## src/rtl/tt_pkg.sv

```systemverilog
package tt_pkg;
  typedef enum logic [2:0] {
    OP_NOP = 3'd0,
    OP_ACT = 3'd1,
    OP_RD  = 3'd2,
    OP_WR  = 3'd3,
    OP_PRE = 3'd4,
    OP_REF = 3'd5
  } op_e;

  // data burst occupies this many clocks; floors read-to-precharge
  localparam int BURST_CLK = 4;
endpackage

```

## src/rtl/tt_clamp.sv

```systemverilog
// Raises programmed fields to their floors and returns "cycles minus one"
// reload values for the countdown timers.
module tt_clamp #(
  parameter int TW = 6,
  parameter int CW = TW + 2
) (
  input  logic [TW-1:0] cas,
  input  logic [TW-1:0] rcd,
  input  logic [TW-1:0] rp,
  input  logic [TW-1:0] ras,
  input  logic [TW-1:0] rtp,
  input  logic [TW-1:0] wr,
  input  logic [TW-1:0] rfc,
  input  logic [TW-1:0] cwl,
  output logic [CW-1:0] ld_rcd,
  output logic [CW-1:0] ld_ras,
  output logic [CW-1:0] ld_rtp,
  output logic [CW-1:0] ld_wrp,
  output logic [CW-1:0] ld_rp,
  output logic [CW-1:0] ld_rfc
);
  import tt_pkg::*;

  localparam logic [CW-1:0] ONE   = CW'(1);
  localparam logic [CW-1:0] BURST = CW'(BURST_CLK);

  logic [CW-1:0] cas_e, rcd_e, rp_e, rtp_e, wr_e, rfc_e, cwl_e;
  logic [CW-1:0] row_min, ras_e, wrp_e;

  function automatic logic [CW-1:0] floor1(input logic [TW-1:0] v);
    return (v == '0) ? ONE : CW'(v);
  endfunction

  always_comb begin
    cas_e   = floor1(cas);
    rcd_e   = floor1(rcd);
    rp_e    = floor1(rp);
    wr_e    = floor1(wr);
    rfc_e   = floor1(rfc);
    rtp_e   = (CW'(rtp) < BURST) ? BURST : CW'(rtp);
    cwl_e   = (cwl != '0) ? CW'(cwl) : ((cas_e > ONE) ? cas_e - ONE : ONE);
    row_min = cas_e + rcd_e + rtp_e;
    ras_e   = (CW'(ras) < row_min) ? row_min : CW'(ras);
    wrp_e   = cwl_e + BURST + wr_e;
  end

  assign ld_rcd = rcd_e - ONE;
  assign ld_ras = ras_e - ONE;
  assign ld_rtp = rtp_e - ONE;
  assign ld_wrp = wrp_e - ONE;
  assign ld_rp  = rp_e  - ONE;
  assign ld_rfc = rfc_e - ONE;
endmodule

```

## src/rtl/tt_bank.sv

```systemverilog
// State of one bank: open flag and three countdown timers.
module tt_bank #(
  parameter int CW = 8
) (
  input  logic          clk,
  input  logic          rst_n,
  input  logic          hit_act,
  input  logic          hit_rd,
  input  logic          hit_wr,
  input  logic          hit_pre,
  input  logic [CW-1:0] ld_rcd,
  input  logic [CW-1:0] ld_ras,
  input  logic [CW-1:0] ld_rtp,
  input  logic [CW-1:0] ld_wrp,
  input  logic [CW-1:0] ld_rp,
  output logic          is_open,
  output logic          act_rdy,
  output logic          col_rdy,
  output logic          pre_rdy
);
  logic [CW-1:0] c_col, c_pre, c_act;
  logic [CW-1:0] col_dn, pre_dn, act_dn, pre_nx;

  always_comb begin
    col_dn = (c_col == '0) ? '0 : c_col - CW'(1);
    pre_dn = (c_pre == '0) ? '0 : c_pre - CW'(1);
    act_dn = (c_act == '0) ? '0 : c_act - CW'(1);
    pre_nx = pre_dn;
    if (hit_act)                         pre_nx = ld_ras;
    else if (hit_rd && ld_rtp > pre_dn)  pre_nx = ld_rtp;
    else if (hit_wr && ld_wrp > pre_dn)  pre_nx = ld_wrp;
  end

  always_ff @(posedge clk) begin
    if (!rst_n) begin
      is_open <= 1'b0;
      c_col   <= '0;
      c_pre   <= '0;
      c_act   <= '0;
    end else begin
      c_col <= hit_act ? ld_rcd : col_dn;
      c_pre <= pre_nx;
      c_act <= (hit_pre && is_open) ? ld_rp : act_dn;
      if (hit_act)      is_open <= 1'b1;
      else if (hit_pre) is_open <= 1'b0;
    end
  end

  assign act_rdy = !is_open && (c_act == '0);
  assign col_rdy = is_open && (c_col == '0);
  assign pre_rdy = !is_open || (c_pre == '0);


  col_gate_chk: assert property (@(posedge clk) disable iff (!rst_n)
    (hit_rd || hit_wr) |-> (is_open && c_col == '0));


  pre_gate_chk: assert property (@(posedge clk) disable iff (!rst_n)
    (hit_pre && is_open) |-> (c_pre == '0));


  act_closed_chk: assert property (@(posedge clk) disable iff (!rst_n)
    hit_act |=> is_open);
endmodule

```

## src/rtl/tt_refresh.sv

```systemverilog
// Rank-wide busy window following a refresh.
module tt_refresh #(
  parameter int CW = 8
) (
  input  logic          clk,
  input  logic          rst_n,
  input  logic          start,
  input  logic [CW-1:0] ld_rfc,
  output logic          busy
);
  logic [CW-1:0] cnt;

  always_ff @(posedge clk) begin
    if (!rst_n)          cnt <= '0;
    else if (start)      cnt <= ld_rfc;
    else if (cnt != '0)  cnt <= cnt - CW'(1);
  end

  assign busy = (cnt != '0);


  ref_idle_chk: assert property (@(posedge clk) disable iff (!rst_n)
    start |-> !busy);
endmodule

```

## src/rtl/dram_bank_tracker.sv

```systemverilog
module dram_bank_tracker #(
  parameter int NBANK = 8,
  parameter int TW    = 6,
  localparam int BW   = $clog2(NBANK),
  localparam int CW   = TW + 2
) (
  input  logic             clk,
  input  logic             rst_n,
  input  logic             cmd_valid,
  input  logic [2:0]       cmd_op,
  input  logic [BW-1:0]    cmd_bank,
  input  logic [TW-1:0]    t_cas,
  input  logic [TW-1:0]    t_rcd,
  input  logic [TW-1:0]    t_rp,
  input  logic [TW-1:0]    t_ras,
  input  logic [TW-1:0]    t_rtp,
  input  logic [TW-1:0]    t_wr,
  input  logic [TW-1:0]    t_rfc,
  input  logic [TW-1:0]    t_cwl,
  output logic [NBANK-1:0] ok_act,
  output logic [NBANK-1:0] ok_col,
  output logic [NBANK-1:0] ok_pre,
  output logic             ok_ref,
  output logic [NBANK-1:0] bank_open,
  output logic             proto_err,
  output logic             timing_err
);
  import tt_pkg::*;

  logic [CW-1:0] ld_rcd, ld_ras, ld_rtp, ld_wrp, ld_rp, ld_rfc;
  logic [NBANK-1:0] act_rdy, col_rdy, pre_rdy;
  logic rf_busy;
  op_e  op;
  logic is_cmd, legal, bad_proto, acc;

  tt_clamp #(.TW(TW), .CW(CW)) u_clamp (
    .cas(t_cas), .rcd(t_rcd), .rp(t_rp), .ras(t_ras), .rtp(t_rtp),
    .wr(t_wr), .rfc(t_rfc), .cwl(t_cwl),
    .ld_rcd(ld_rcd), .ld_ras(ld_ras), .ld_rtp(ld_rtp),
    .ld_wrp(ld_wrp), .ld_rp(ld_rp), .ld_rfc(ld_rfc)
  );

  assign op = op_e'(cmd_op);
  assign ok_act = act_rdy & {NBANK{!rf_busy}};
  assign ok_col = col_rdy & {NBANK{!rf_busy}};
  assign ok_pre = pre_rdy & {NBANK{!rf_busy}};
  assign ok_ref = (&act_rdy) && !rf_busy;

  always_comb begin
    is_cmd    = 1'b1;
    legal     = 1'b0;
    bad_proto = 1'b0;
    case (op)
      OP_ACT: begin legal = ok_act[cmd_bank]; bad_proto = bank_open[cmd_bank];  end
      OP_RD,
      OP_WR:  begin legal = ok_col[cmd_bank]; bad_proto = !bank_open[cmd_bank]; end
      OP_PRE: legal = ok_pre[cmd_bank];
      OP_REF: begin legal = ok_ref;           bad_proto = |bank_open;           end
      default: is_cmd = 1'b0;
    endcase
  end

  assign acc = cmd_valid && legal;

  for (genvar g = 0; g < NBANK; g++) begin : g_bank
    logic sel;
    assign sel = acc && (cmd_bank == BW'(g));
    tt_bank #(.CW(CW)) u_bank (
      .clk(clk), .rst_n(rst_n),
      .hit_act(sel && op == OP_ACT), .hit_rd(sel && op == OP_RD),
      .hit_wr(sel && op == OP_WR),   .hit_pre(sel && op == OP_PRE),
      .ld_rcd(ld_rcd), .ld_ras(ld_ras), .ld_rtp(ld_rtp),
      .ld_wrp(ld_wrp), .ld_rp(ld_rp),
      .is_open(bank_open[g]), .act_rdy(act_rdy[g]),
      .col_rdy(col_rdy[g]),   .pre_rdy(pre_rdy[g])
    );
  end

  tt_refresh #(.CW(CW)) u_refresh (
    .clk(clk), .rst_n(rst_n), .start(acc && op == OP_REF),
    .ld_rfc(ld_rfc), .busy(rf_busy)
  );

  always_ff @(posedge clk) begin
    if (!rst_n) begin
      proto_err  <= 1'b0;
      timing_err <= 1'b0;
    end else begin
      proto_err  <= cmd_valid && is_cmd && bad_proto;
      timing_err <= cmd_valid && is_cmd && !bad_proto && !legal;
    end
  end


  err_excl_chk: assert property (@(posedge clk) disable iff (!rst_n)
    !(proto_err && timing_err));
endmodule

```

## config.mk

```make
export PLATFORM = sky130hd
export DESIGN_NAME = dram_bank_tracker
export DESIGN_NICKNAME = d
export VERILOG_FILES = /design/src/rtl/tt_pkg.sv /design/src/rtl/tt_clamp.sv /design/src/rtl/tt_bank.sv /design/src/rtl/tt_refresh.sv /design/src/rtl/dram_bank_tracker.sv
export SDC_FILE = /design/constraint.sdc
export NUM_CORES = 1
export LEC_CHECK = 0
export BUFFER_PORTS_ARGS = -buffer_cell sky130_fd_sc_hd__buf_2
export CAP_MARGIN = 5
export CORE_AREA = 2 2 196 198
export DETAILED_ROUTE_END_ITERATION = 10
export DIE_AREA = 0 0 198 200
export PLACE_DENSITY = 0.71
export SLEW_MARGIN = 0
export SYNTH_ARGS = -nofsm -noshare
export SYNTH_HDL_FRONTEND = slang
export SYNTH_HIERARCHICAL = 1
export SYNTH_SLANG_ARGS = --single-unit
```

## constraint.sdc

```tcl
create_clock -name clk -period 6.69 [get_ports clk]
set_input_delay 1.0035 -clock clk [delete_from_list [all_inputs] [get_ports clk]]
set_output_delay 1.0035 -clock clk [all_outputs]
set_load 0.02 [all_outputs]
```

# Yosys cells after proc, flatten, opt, wreduce, memory -nomap -nowiden
# Index checks and enable logic that the tools add are counted.
# word_totals
ff_bits,210
output_inout_bits,35
# classes
n_addsub,36
magnitude_cmp,20
eq_ne,12
muxes,102
n_bitwise,3
reduce_logical,152
# ops
op,n
two-way mux 8 bit,69
"subtractor 8 x 1 -> 8 bit, second input constant",32
zero test 8 bit,24
greater-than comparator 8 bit,16
logical AND 1 bit,87
two-way mux 6 bit,6
zero test 6 bit,5
adder 8 bit,3
bitwise AND 8 bit,3
two-way mux 1 bit,21
"== test 3 bit, second input constant",6
nonzero test 2 bit,9
binary-select mux 1 bit (select 3 bit),4
"== test 3 x 2 -> 1 bit, second input constant",4
zero test 1 bit,12
"adder 8 x 3 -> 8 bit, second input constant",1
"greater-than comparator 8 x 1 -> 1 bit, second input constant",1
logical OR 1 bit,8
less-than comparator 6 x 8 -> 1 bit,1
AND reduction 8 bit,1
nonzero test 8 bit,1
OR reduction 8 bit,1
"== test 3 x 1 -> 1 bit, second input constant",2
"less-than comparator 6 x 3 -> 1 bit, second input constant",1
7 further kinds,7

# Depth between registers and ports, before layout
# logic_depth
depth_word,13
ltp_mapped,25
ltp_nobuf,24

# Cells and area by module
# The synthesis kept the hierarchy.
# by_module_without_submodules
mod,n_inst,cells_each,area_each_um2,seq_area_each_um2
tt_bank at g_bank[0].u_bank ...,6,221,1873.0,500.5
tt_bank at g_bank[3].u_bank,1,225,1976.9,500.5
tt_bank at g_bank[2].u_bank,1,226,1901.8,500.5
tt_clamp,1,244,1788.0,0.0
dram_bank_tracker,1,161,1061.0,40.0
tt_refresh,1,54,480.5,160.2

# Worst setup path before layout
# OpenSTA, ideal clock, no wires.
# synth_timing
path_kind,input to register
start,input port t_rtp[3]
end,register g_bank[2].u_bank.c_pre[6]
arrival_ns,6.124
path_slack_ns,0.496
cell_stages,22
cell_sequence,nor3_1 nand2b_1 nand2_1 inv_1 fa_1 ha_1 fa_1 xnor2_1 ha_1 o21ai_0 o21bai_1 a221oi_4 or2_1 buf_6 mux2i_1 ha_1 nor2b_1 nand4_1 a311oi_2 nand2b_1 o311ai_0 a21oi_1
# synth_between
elab_chain_len,7
word_cells_on_any_way,11
cone_classes,3 x add/sub; 3 x order compare; 4 x mux; 1 x reduce/logical
# synth_lines
element,line,source
"start, declared",dram_bank_tracker.sv:16,"input logic [TW-1:0] t_rtp,"
less-than comparator 6 x 3 -> 1 bit,tt_clamp.sv:40,rtp_e = (CW'(rtp) < BURST) ? BURST : CW'(rtp);
two-way mux 6 bit,tt_clamp.sv:40,
subtractor 8 x 1 -> 8 bit,tt_clamp.sv:49,assign ld_rtp = rtp_e - ONE;
via ld_rtp[0],dram_bank_tracker.sv:30,"logic [CW-1:0] ld_rcd, ld_ras, ld_rtp, ld_wrp, ld_rp, ld_rfc;"
greater-than comparator 8 bit,tt_bank.sv:30,else if (hit_rd && ld_rtp > pre_dn) pre_nx = ld_rtp;
logical AND 1 bit,tt_bank.sv:30,
two-way mux 8 bit,tt_bank.sv:30,
two-way mux 8 bit,tt_bank.sv:29,if (hit_act) pre_nx = ld_ras;
"end signal, assigned",tt_bank.sv:42,c_pre <= pre_nx;
"end, declared",tt_bank.sv:21,"logic [CW-1:0] c_col, c_pre, c_act;"
# The timed path passes the listed nets, and every way through them passes these cells.
# A chain may end at the register's enable or synchronous reset.

# Worst setup path after layout
# layout_timing
start,input port t_cas[3]
end,register g_bank[3].u_bank.c_pre[3]
# layout_between
elab_chain_len,13
word_cells_on_any_way,19
cone_classes,7 x add/sub; 3 x order compare; 7 x mux; 2 x reduce/logical
# layout_lines
element,line,source
"start, declared",dram_bank_tracker.sv:12,"input logic [TW-1:0] t_cas,"
zero test 6 bit,tt_clamp.sv:31,return (v == '0) ? ONE : CW'(v);
two-way mux 6 bit *,tt_clamp.sv:31,
subtractor 8 x 1 -> 8 bit / greater-than comparator 8 x 1 -> 1 bit (equally long branches),tt_clamp.sv:41,cwl_e = (cwl != '0) ? CW'(cwl) : ((cas_e > ONE) ? cas_e - ONE : ONE);
two-way mux 8 bit * (2 in series),tt_clamp.sv:41,
adder 8 x 3 -> 8 bit *,tt_clamp.sv:44,wrp_e = cwl_e + BURST + wr_e;
adder 8 bit *,tt_clamp.sv:44,
subtractor 8 x 1 -> 8 bit *,tt_clamp.sv:50,assign ld_wrp = wrp_e - ONE;
via ld_wrp[7],dram_bank_tracker.sv:30,
greater-than comparator 8 bit *,tt_bank.sv:31,else if (hit_wr && ld_wrp > pre_dn) pre_nx = ld_wrp;
logical AND 1 bit *,tt_bank.sv:31,
two-way mux 8 bit *,tt_bank.sv:31,
two-way mux 8 bit *,tt_bank.sv:30,
two-way mux 8 bit *,tt_bank.sv:29,
"end signal, assigned",tt_bank.sv:42,
"end, declared",tt_bank.sv:21,
# Mark *: on every way through the listed nets, which the timed path passes. The rest lies on a longest branch.

==> metrics.md <==
| Metric | Value |
|---|---|
| Dominant cell type by area after synthesis | dfxtp_1 |
| Switching share of power | 0.4749 |
| Vias in the first global route | 16.62k |
| Largest cells by area after synthesis | dfxtp_1 23%, ha_1 13%, nor2b_1 4.3%, inv_1 4.0%, xor2_1 3.4% |
| DRT Pass-1 Iters | 5 |
| Total core area | 37400 um^2 |
| Unique masters post-synth | 96 |
| CP Data Arrival Time | 6540 ps |
| Xor/xnor share of the synthesized area | 0.06593 |
| Vias | 17.06k |
| Clock Tree Buf Depth | 3 |
| Post-Synth Adder-Cell Area | 0.1365 |
| Complex-gate fraction of the synthesized area | 0.2004 |
| Total global routing overflow | 0 |
| Tcrit/Tclk final | 0.9116 |
| Hold Vio Cnt, Final | 0 |
| Mean Syn Cell Area | 8.250 um^2 |
| Int Power | 5.366 mW |
| RSZ-0062 raised after global routing | no |
| Cts hold-fix bufs | 0 |
| Avg Vias per Cell | 6.001 |
| Ports | 92 |
| Antenna-violating nets left | 0 |
| Fmax | 164.0 MHz |
| Synth Register Bits | 210 |
| Clk root buf | clkbuf_16 |
| DP HPWL | 39240 um |
| CP Buf/Inv Count | 5 |
| Top_reg_cell synth | dfxtp_1 |
| Share of layout cells above drive strength 1 | 0.1322 |
| Worst path cell trace | buf_2, nor3_1, a21oi_1, inv_1, ha_1, nand3b_1, a31oi_1, ha_1, inv_1, ha_1, inv_1, fa_1, inv_1, a21o_1, a21oi_1, o21bai_1, a21oi_1, xnor2_2, ha_1, a21oi_1, o21ai_1, o21ai_4, mux2_4, a221oi_2 |
| # Post-CTS Setup Buffers | 0 |
| Post-synthesis simple-gate area fraction | 0.2529 |
| Routability cong. | 0.9243 |
| Clock Skews | 22.02 ps |
| Critical Path End Type | flip-flop |
| Die ar. | 39600 um^2 |
| Setup TNS | 0 ps |
| Slowest stage cell on the critical path | xnor2_2 |
| Die width | 198 um |
| Slew HR | 0.1434 |
| Initial antenna violation count | 0 |
| CTS clock-pin slew for the worst setup and hold paths | 60 ps |
| Worst Hold Class | reg -> reg |
| Final WL | 54960 um |
| CP Max Fanout | 16 |
| Async SR Flop Fraction | 0 |
| NetSw | 4.853 mW |
| Worst path max stage delay | 950 ps |
| Dominant delay contributor by cell family on the critical path | compound AO/OA/AOI/OAI gates |
| Post-Syn Instances | 2236 |
| Post-synth EDFFs | 0 |
| Top cell type's share of synthesized area | 0.2279 |
| Setup crit start kind | input port |
| Synth cell count leaders | 210 x dfxtp_1, 195 x inv_1, 190 x ha_1 |
| Post-layout nets | 2564 |
| Most instantiated library cell after synthesis | dfxtp_1 |
| First-pass GRT wire length | 87450 um |
| Slew Limit Fails | 0 |
| Die Span Y | 200 um |
| Filler cells | 3456 |
| Post-DP Area | 19480 um^2 |
| Outcome | finished, final reports clean |
| Worst Max-Slew Pin Slew | 1279 ps |
| Crit Path Category | in -> reg |
| Ys Warns | 6 |
| Design area | 20310 um^2 |
| Final setup vio count | 0 |
| Num CTS Buffers | 26 |
| Fin Hold WS | 536.0 ps |
| Clock latency on the worst-skew pair | 540 ps |
| Pwr dens | 503.2 nW/um^2 |
| DRC | 0 |
| CTS tree | built |
| Post-Syn Area | 18450 um^2 |
| Port Buffers | 91 |
| LEAKAGE | 8.821 nW |
| Max-Cap Viols | 0 |
| Tot GR Track Use | 0.2759 |
| Largest net degree at the start of global routing | 102 |
| Comb power frac | 0.663 |
| FP Rows | 71 |
| Post-synthesis sequential area ratio | 0.2279 |
| Post-cts gate resize count | 0 |
| Initial cell density of the core | 0.4932 |
| CP required | 7130 ps |
| Clk pwr share | 0.133 |
| Largest family of logic cells by synthesized area | simple AND/OR/NAND/NOR gates |
| Starting DRT DRC Count | 1300 |
| Period minus WS final | 6098 ps |
| H-tree depth | 1 |
| Drt wl/cell | 19.34 um |
| Clk sinks | 210 |
| Multiplexer share of the synthesized area | 0.05542 |
| Area grow syn2layout | 10.09% |
| Seq pwr share | 0.204 |
| VDD IR max | 0.2835 mV |
## sequential cells by signal (all words and copies together) (netlist names)
register,flops
g_bank.u_bank/c_act,64
timing_err,1
u_refresh/cnt,8
proto_err,1
g_bank.u_bank/c_col,64
g_bank.u_bank/is_open,8
g_bank.u_bank/c_pre,64
## cell families after synthesis
logic type      after synthesis
buf+inv                     271
mux                          91
other cells                   1
simple gates                840
compound gates              488
flops                       210
fa+ha+maj                   197
xor+xnor                    138
## through the flow
step | util | total power, mW | cells | worst slack (ps)
floorplan | - | 7.159 | 2237 | 496.5
global placement | 0.5209 | 8.364 | 2793 | 309.0
detailed placement | 0.5209 | 8.693 | 2793 | 126.5
CTS | 0.5429 | 10.12 | 2841 | 664.1
global route | 0.5429 | 11.11 | 2841 | 305.8
finish | 0.5430 | 10.22 | 2842 | 591.6
## cells in the final DEF, fill, tap and decap left out, types with 9 or more instances in the layout
| cell type | instances |
|---|---|
| o21a_1 | 15 |
| a21o_1 | 19 |
| buf_2 | 90 |
| o21bai_1 | 18 |
| ha_1 | 190 |
| o21ai_0 | 29 |
| mux2_2 | 22 |
| nand3_1 | 51 |
| nor2b_1 | 126 |
| buf_4 | 29 |
| mux2i_1 | 59 |
| xor2_1 | 71 |
| nor2_1 | 148 |
| xnor2_1 | 58 |
| nor4_1 | 14 |
| nand2b_1 | 43 |
| o21ai_1 | 22 |
| o221ai_1 | 32 |
| nor3_2 | 12 |
| nor3b_1 | 40 |
| inv_1 | 195 |
| or3_1 | 14 |
| o311ai_0 | 9 |
| a211oi_1 | 22 |
| a31oi_1 | 9 |
| nor3_1 | 94 |
| a22oi_1 | 82 |
| nand2_1 | 145 |
| o211ai_1 | 10 |
| or3_4 | 9 |
| dfxtp_1 | 210 |
| and2_1 | 26 |
| nand4_1 | 41 |
| a21boi_0 | 29 |
| nand3b_1 | 15 |
| a21oi_1 | 106 |
| clkbuf_16 | 27 |
## power groups by stage
stage,logic [mW],clock network [mW],registers [mW]
3_3_place_gp,6.29,0,2.08
2_1_floorplan,5.15,0,2.01
6_report,6.77,1.36,2.09
3_5_place_dp,6.60,0,2.09
5_1_grt,7.54,1.44,2.13
4_1_cts,6.66,1.39,2.07
## worst paths after layout
kind | from | to | slack [ps] | depth (start not counted)
worst max-delay path | t_cas[3] | g_bank[3].u_bank/c_pre[3] | 590 | 24
worst min-delay path | g_bank[3].u_bank/c_act[0] | g_bank[3].u_bank/c_act[0] | 540 | 3
worst max register to register | g_bank[2].u_bank/c_act[0] | g_bank[2].u_bank/c_pre[7] | 2010 | 15
worst min register to register | g_bank[3].u_bank/c_act[0] | g_bank[3].u_bank/c_act[0] | 540 | 3
## worst reg2reg max path, delay by kind of cell (launching register included)
kind,cells,cell delay (ps)
compound gates,4,1080
simple gates,8,2610
fa+ha+maj,1,190
flops,1,320
buf+inv,2,350
## per-layer routing
metal  up-vias  global-route usage  wire length [um]
met5         -                   0                 0
met4         0             0.08995              1576
met3       120             0.04822              4064
met2       622              0.4730             25510
met1      8163              0.3524             23810
li1       8151                   -                 -
## cell type report
type                       count  area (um^2)  area share
antenna                        1        2.502   0.0001232
clock buffer                  36        729.5     0.03592
clock inverter                12        92.59    0.004559
inverter                     196        735.7     0.03623
multi-input combinational   1756        13220      0.6512
sequential                   210         4204      0.2070
tap                          511        639.4     0.03148
timing repair buffer         120        679.4     0.03346
Power figures use the tool's default switching activity.
